==> src/rtl/wdg_pkg.sv <==
package wdg_pkg;
  // word addresses of the registers
  localparam logic [1:0] A_CTRL = 2'd0;
  localparam logic [1:0] A_DATA = 2'd1;
  localparam logic [1:0] A_CNT  = 2'd2;
  localparam logic [1:0] A_ICLR = 2'd3;

  // control field positions (software decodes these)
  localparam int CB_RST  = 0;
  localparam int CB_IRQ  = 2;
  localparam int CB_DSEL = 3;
  localparam int CB_RUN  = 5;
  localparam int CB_PSC  = 8;
endpackage

==> src/rtl/wdg_regs.sv <==
module wdg_regs
  import wdg_pkg::*;
#(
  parameter int BUS_W   = 16,
  parameter int CNT_W   = 16,
  parameter int PSC_W   = 8,
  parameter int DSEL_W  = 2,
  parameter int RST_VAL = 32768
) (
  input  logic              clk,
  input  logic              rst_n,
  input  logic              wr,
  input  logic              rd,
  input  logic [1:0]        addr,
  input  logic [BUS_W-1:0]  wdata,
  input  logic [CNT_W-1:0]  cnt_q,
  output logic [BUS_W-1:0]  rdata,
  output logic              rst_en,
  output logic              irq_en,
  output logic              run,
  output logic [DSEL_W-1:0] dsel,
  output logic [PSC_W-1:0]  psc,
  output logic [CNT_W-1:0]  data_q,
  output logic              kick,
  output logic [CNT_W-1:0]  kick_val,
  output logic              iclr
);
  logic              rst_en_q, rst_en_d;
  logic              irq_en_q, irq_en_d;
  logic              run_q, run_d;
  logic [DSEL_W-1:0] dsel_q, dsel_d;
  logic [PSC_W-1:0]  psc_q, psc_d;
  logic [CNT_W-1:0]  data_r, data_d;
  logic              ctrl_we, data_we;

  assign ctrl_we  = wr && (addr == A_CTRL);
  assign data_we  = wr && (addr == A_DATA);
  assign kick     = wr && (addr == A_CNT);
  assign iclr     = wr && (addr == A_ICLR);
  assign kick_val = wdata[CNT_W-1:0];

  always_comb begin
    rst_en_d = rst_en_q;
    irq_en_d = irq_en_q;
    run_d    = run_q;
    dsel_d   = dsel_q;
    psc_d    = psc_q;
    data_d   = data_r;
    if (ctrl_we) begin
      rst_en_d = wdata[CB_RST];
      irq_en_d = wdata[CB_IRQ];
      dsel_d   = wdata[CB_DSEL +: DSEL_W];
      run_d    = wdata[CB_RUN];
      psc_d    = wdata[CB_PSC +: PSC_W];
    end
    if (data_we) begin
      data_d = wdata[CNT_W-1:0];
    end
  end

  always_ff @(posedge clk or negedge rst_n) begin
    if (!rst_n) begin
      rst_en_q <= 1'b1;
      irq_en_q <= 1'b0;
      run_q    <= 1'b0;
      dsel_q   <= '0;
      psc_q    <= '0;
    end else if (ctrl_we) begin
      rst_en_q <= rst_en_d;
      irq_en_q <= irq_en_d;
      run_q    <= run_d;
      dsel_q   <= dsel_d;
      psc_q    <= psc_d;
    end
  end

  always_ff @(posedge clk or negedge rst_n) begin
    if (!rst_n) begin
      data_r <= CNT_W'(RST_VAL);
    end else if (data_we) begin
      data_r <= data_d;
    end
  end

  // read path, combinational, zero when idle
  always_comb begin
    rdata = '0;
    if (rd) begin
      unique case (addr)
        A_CTRL: begin
          rdata[CB_RST]             = rst_en_q;
          rdata[CB_IRQ]             = irq_en_q;
          rdata[CB_DSEL +: DSEL_W]  = dsel_q;
          rdata[CB_RUN]             = run_q;
          rdata[CB_PSC +: PSC_W]    = psc_q;
        end
        A_DATA:  rdata[CNT_W-1:0] = data_r;
        A_CNT:   rdata[CNT_W-1:0] = cnt_q;
        default: rdata = '0;
      endcase
    end
  end

  assign rst_en = rst_en_q;
  assign irq_en = irq_en_q;
  assign run    = run_q;
  assign dsel   = dsel_q;
  assign psc    = psc_q;
  assign data_q = data_r;
endmodule

==> src/rtl/wdg_tick.sv <==
module wdg_tick #(
  parameter int PSC_W   = 8,
  parameter int DSEL_W  = 2,
  parameter int DIV_LOG = 4
) (
  input  logic              clk,
  input  logic              rst_n,
  input  logic              run,
  input  logic [PSC_W-1:0]  psc,
  input  logic [DSEL_W-1:0] dsel,
  output logic              tick
);
  localparam int NSEL   = 1 << DSEL_W;
  localparam int DCNT_W = DIV_LOG + NSEL - 1;

  logic [PSC_W-1:0]  pcnt_q, pcnt_d;
  logic [DCNT_W-1:0] dcnt_q, dcnt_d;
  logic [DCNT_W-1:0] term_tbl [NSEL];
  logic              pre;

  // terminal count of the divider stage per select value
  for (genvar g = 0; g < NSEL; g++) begin : g_term
    assign term_tbl[g] = DCNT_W'((1 << (DIV_LOG + g)) - 1);
  end

  assign pre  = run && (pcnt_q >= psc);
  assign tick = pre && (dcnt_q >= term_tbl[dsel]);

  always_comb begin
    pcnt_d = pre ? '0 : pcnt_q + 1'b1;
    dcnt_d = (dcnt_q >= term_tbl[dsel]) ? '0 : dcnt_q + 1'b1;
  end

  always_ff @(posedge clk or negedge rst_n) begin
    if (!rst_n) begin
      pcnt_q <= '0;
    end else if (run) begin
      pcnt_q <= pcnt_d;
    end
  end

  always_ff @(posedge clk or negedge rst_n) begin
    if (!rst_n) begin
      dcnt_q <= '0;
    end else if (pre) begin
      dcnt_q <= dcnt_d;
    end
  end
endmodule

==> src/rtl/wdg_count.sv <==
module wdg_count #(
  parameter int CNT_W   = 16,
  parameter int RST_CYC = 8,
  parameter int RST_VAL = 32768
) (
  input  logic             clk,
  input  logic             rst_n,
  input  logic             tick,
  input  logic             kick,
  input  logic [CNT_W-1:0] kick_val,
  input  logic [CNT_W-1:0] data_q,
  input  logic             irq_en,
  input  logic             rst_en,
  input  logic             iclr,
  output logic [CNT_W-1:0] cnt_q,
  output logic             expire,
  output logic             irq_o,
  output logic             rst_req_o
);
  localparam int RC_W = $clog2(RST_CYC + 1);

  logic [CNT_W-1:0] cnt_r, cnt_d;
  logic             pend_q, pend_d;
  logic [RC_W-1:0]  rc_q, rc_d;
  logic             cnt_ce;

  assign expire = tick && !kick && (cnt_r == '0);
  assign cnt_ce = kick || tick;

  always_comb begin
    if (kick) begin
      cnt_d = kick_val;
    end else if (cnt_r == '0) begin
      cnt_d = data_q;
    end else begin
      cnt_d = cnt_r - 1'b1;
    end

    if (expire && irq_en) begin
      pend_d = 1'b1;
    end else if (iclr) begin
      pend_d = 1'b0;
    end else begin
      pend_d = pend_q;
    end

    if (expire && rst_en) begin
      rc_d = RC_W'(RST_CYC);
    end else if (rc_q != '0) begin
      rc_d = rc_q - 1'b1;
    end else begin
      rc_d = '0;
    end
  end

  always_ff @(posedge clk or negedge rst_n) begin
    if (!rst_n) begin
      cnt_r <= CNT_W'(RST_VAL);
    end else if (cnt_ce) begin
      cnt_r <= cnt_d;
    end
  end

  always_ff @(posedge clk or negedge rst_n) begin
    if (!rst_n) begin
      pend_q <= 1'b0;
      rc_q   <= '0;
    end else begin
      pend_q <= pend_d;
      rc_q   <= rc_d;
    end
  end

  assign cnt_q     = cnt_r;
  assign irq_o     = pend_q;
  assign rst_req_o = (rc_q != '0);
endmodule

==> src/rtl/wdg_top.sv <==
module wdg_top #(
  parameter int BUS_W   = 16,
  parameter int CNT_W   = 16,
  parameter int PSC_W   = 8,
  parameter int DSEL_W  = 2,
  parameter int DIV_LOG = 4,
  parameter int RST_CYC = 8,
  parameter int RST_VAL = 32768
) (
  input  logic             clk,
  input  logic             rst_n,
  input  logic             bus_wr,
  input  logic             bus_rd,
  input  logic [1:0]       bus_addr,
  input  logic [BUS_W-1:0] bus_wdata,
  output logic [BUS_W-1:0] bus_rdata,
  output logic             irq_o,
  output logic             rst_req_o
);
  logic [1:0]        rsync_q;
  logic              rst_core_n;
  logic              rst_en, irq_en, run, kick, iclr, tick, expire;
  logic [DSEL_W-1:0] dsel;
  logic [PSC_W-1:0]  psc;
  logic [CNT_W-1:0]  data_q, kick_val, cnt_q;

  // asynchronous assert, synchronous release
  always_ff @(posedge clk or negedge rst_n) begin
    if (!rst_n) begin
      rsync_q <= 2'b00;
    end else begin
      rsync_q <= {rsync_q[0], 1'b1};
    end
  end
  assign rst_core_n = rsync_q[1];

  wdg_regs #(
    .BUS_W(BUS_W), .CNT_W(CNT_W), .PSC_W(PSC_W),
    .DSEL_W(DSEL_W), .RST_VAL(RST_VAL)
  ) u_regs (
    .clk(clk), .rst_n(rst_core_n),
    .wr(bus_wr), .rd(bus_rd), .addr(bus_addr), .wdata(bus_wdata),
    .cnt_q(cnt_q), .rdata(bus_rdata),
    .rst_en(rst_en), .irq_en(irq_en), .run(run), .dsel(dsel), .psc(psc),
    .data_q(data_q), .kick(kick), .kick_val(kick_val), .iclr(iclr)
  );

  wdg_tick #(
    .PSC_W(PSC_W), .DSEL_W(DSEL_W), .DIV_LOG(DIV_LOG)
  ) u_tick (
    .clk(clk), .rst_n(rst_core_n),
    .run(run), .psc(psc), .dsel(dsel), .tick(tick)
  );

  wdg_count #(
    .CNT_W(CNT_W), .RST_CYC(RST_CYC), .RST_VAL(RST_VAL)
  ) u_count (
    .clk(clk), .rst_n(rst_core_n),
    .tick(tick), .kick(kick), .kick_val(kick_val), .data_q(data_q),
    .irq_en(irq_en), .rst_en(rst_en), .iclr(iclr),
    .cnt_q(cnt_q), .expire(expire), .irq_o(irq_o), .rst_req_o(rst_req_o)
  );
endmodule

==> config.mk <==
export PLATFORM = sky130hd
export DESIGN_NAME = wdg_top
export DESIGN_NICKNAME = d
export VERILOG_FILES = /design/src/rtl/wdg_pkg.sv /design/src/rtl/wdg_regs.sv /design/src/rtl/wdg_tick.sv /design/src/rtl/wdg_count.sv /design/src/rtl/wdg_top.sv
export SDC_FILE = /design/constraint.sdc
export NUM_CORES = 1
export LEC_CHECK = 0
export BUFFER_PORTS_ARGS = -buffer_cell sky130_fd_sc_hd__buf_2
export CAP_MARGIN = 20
export CORE_MARGIN = 4
export CORE_UTILIZATION = 50
export DETAILED_ROUTE_END_ITERATION = 16
export PLACE_DENSITY_LB_ADDON = 0.12
export SLEW_MARGIN = 20
export SYNTH_ARGS = -nofsm -noshare
export SYNTH_HDL_FRONTEND = slang
export SYNTH_HIERARCHICAL = 1
export SYNTH_SLANG_ARGS = --single-unit
export TNS_END_PERCENT = 1
==> constraint.sdc <==
create_clock -name clk -period 3.5 [get_ports clk]
set_input_delay 0.7 -clock clk [delete_from_list [all_inputs] [get_ports clk]]
set_output_delay 0.7 -clock clk [all_outputs]
set_load 0.01 [all_outputs]
==> reports/results.txt <==
most common cell in the netlist -> dfrtp_1
power per cell area -> 545 nW/um2
Max IR drop VDD -> 0.280 mV
DP HPWL -> 7350 um
Lkg Pwr -> 2.14 nW
Hold Crit Class -> input port to asynchronous set/reset pin
Max Clock Skew -> 0.0111 ns
Final Hold Vio Count -> 0
Async SR Flop Fraction -> 100%
n_diodes -> 0
syn avg cell area -> 10.2 um2
most common flop cell mapped by yosys -> dfrtp_1
xor and xnor area share after synthesis -> 2.39%
layout cells sized above 1 -> 24.6%
DR iter-0 viols -> 239
Ys Warns -> 6
Place WS -> 0.700 ns
post-route ant nets -> 0
CP max FO -> 15
vias in the first global route -> 3,334
detailed-route wire length -> 10,300 um
post-synthesis mux area share -> 9.59%
CTS H-tree depth -> 3
Netlist cell types -> 65
post-synth top area cell -> dfrtp_1
main combinational cell family by area after synthesis -> simple AND/OR/NAND/NOR gates
global-route wire length before repair -> 17,100 um
setup TNS -> 0 ns
core area -> 8380 um2
Post-synth EDFFs -> 0
post-layout power -> 2.55 mW
Slew Limit Fails -> 0
Total Routing Usage GR -> 21.0%
Placed Area -> 4510 um2
top-area cell type share of the netlist area -> 36.4%
PostCTS Resize Cnt -> 0
Row Count -> 33
status -> finished clean
syn nets -> 474
Via density -> 6.02
max_cap viols -> 0
cts hold-fix bufs -> 0
post-route cell area -> 4680 um2
RSZ-0062 raised after global routing -> no
reg2reg path depth -> 9
CTS tree -> yes
worst r2r src -> u_regs/dsel[1]
Layout area overhead -> 6.58%
crit start category -> input port
die area -> 10,400 um2
height of the die -> 102 um
Tcrit/Tclk final -> 81.1%
# IOs -> 40
post-synthesis adder-cell area fraction -> 5.98%
critical path arrival -> 2.14 ns
wire per inst -> 18.4 um
Setup CP Type -> input port to output port
antenna violations before repair -> 0
nets@finish -> 493
top post-synthesis cells by area -> dfrtp_1 36%, mux2_4 6.8%, ha_1 6.0%
CTS Root Cell -> clkbuf_8
Syn Std Cell Area -> 4400 um2
WP data required -> 2.80 ns
highest clock rate -> 0.352 GHz
Worst setup EP type -> output port
worst-margin pin slew -> 0.867 ns
Core Util, Final -> 55.9%
largest net degree at the start of global routing -> 40
Synth Area in Simple Gates -> 18.0%
Worst R2R Setup Slack -> 0.75 ns
CTS Sinks -> 67
Setup violations, final -> 0
relative slew slack -> 42.2%
number of remaining DRC errors -> 0
FF-to-FF End -> u_count/cnt_q[12]
sequential area share after synthesis -> 38.2%
crit path time final -> 2.84 ns
post-CTS setup buffers -> 0
CTS buffer count -> 9
Final WS setup -> 0.660 ns
list of most frequent post-synthesis cells -> 64 x dfrtp_1, 30 x nor2_1, 22 x a21oi_1
Starting Density -> 52.4%
drt first pass iters -> 6
Die W -> 102 um
Cells after Synth -> 431
Vias -> 3,370
grt ovf -> 0
Placer Congestion -> 0.859
port bufs -> 39
clock-pin slew on the worst setup and hold paths -> 0.07 ns
Clock Latency Late Sink -> 0.34 ns
#FFs+latches synth -> 67
Max Buffers Root-to-Sink -> 2
post-synthesis compound-gate area fraction -> 17.4%
==> kinds of logic after synthesis <==
logic type,after synthesis
mux,31
simple gates,135
xor+xnor,12
fa+ha+maj,21
other cells,1
flops,67
compound gates,102
buf+inv,62
==> worst max path at each step <==
stage | start | end | cells past startpoint
2_1_floorplan | u_tick/pcnt_q[0] | u_count/cnt_q[5] | 12
3_3_place_gp | bus_addr[1] | bus_rdata[14] | 6
3_5_place_dp | bus_addr[1] | bus_rdata[14] | 6
4_1_cts | bus_addr[1] | bus_rdata[14] | 6
5_1_grt | bus_addr[1] | bus_rdata[14] | 6
6_report | bus_addr[1] | bus_rdata[14] | 6
==> where the power goes <==
| part | switching, mW | internal (mW) | total (mW) |
|---|---|---|---|
| Combinational | 0.411 | 0.409 | 0.820 |
| Clock | 0.301 | 0.276 | 0.577 |
| Sequential | 0.208 | 0.950 | 1.16 |
==> cell usage in the layout (no fill, tap or decap), drive strengths merged, types with 5 or more instances in the layout <==
| cell | instances |
|---|---|
| dfrtp | 64 |
| buf | 49 |
| nor2 | 30 |
| mux2 | 29 |
| a21oi | 22 |
| inv | 21 |
| ha | 21 |
| nand2 | 18 |
| nor3 | 16 |
| o21ai | 16 |
| nand2b | 15 |
| o31ai | 13 |
| a222oi | 13 |
| clkbuf | 12 |
| xnor2 | 9 |
| nand3 | 9 |
| nor3b | 8 |
| o211ai | 7 |
| and3 | 7 |
| a41oi | 6 |
| or3 | 5 |
| nand4 | 5 |
| o2bb2ai | 5 |
==> area by class of cell <==
class	instances	area, um2
Sequential cell	67	1680
Clock buffer	12	145
Fill cell	800	3700
Inverter	21	78.8
Timing Repair Buffer	49	270
Tap cell	105	131
Clock inverter	4	26.3
Multi-Input combinational cell	302	2350
==> state kept, by name, summed over array words and instances, names as in the netlist <==
signal,cells
rsync_q,2
u_count/cnt_q,16
u_count/irq_o,1
u_count/rc_q,4
u_regs/data_q,16
u_regs/dsel,2
u_regs/irq_en,1
u_regs/psc,8
u_regs/rst_en,1
u_regs/run,1
u_tick/dcnt_q,7
u_tick/pcnt_q,8
==> worst max-delay path: stages <==
cell      delay (ns)
buf_2           0.12
inv_1           0.08
ha_1            0.64
a222oi_1        0.22
nor2_1          0.20
buf_2           0.17
==> per-stage QoR <==
stage               hold WS [ns]  cells
floorplan                  0.331    431
global placement           0.335    544
detailed placement         0.340    544
CTS                        0.120    560
global route               0.113    560
finish                     0.133    560
==> routing by layer <==
layer / wire [um] / vias to the layer above / global-route usage (%) / part of all wire, %
li1: - / 1611 / - / -
met1: 4750 / 1653 / 29.0 / 46
met2: 4890 / 98 / 33.5 / 47
met3: 571 / 8 / 4.34 / 5.5
met4: 97 / 0 / 6.34 / 0.94
met5: 0 / - / 0 / 0
No activity file was read; power rests on OpenSTA's default activity.
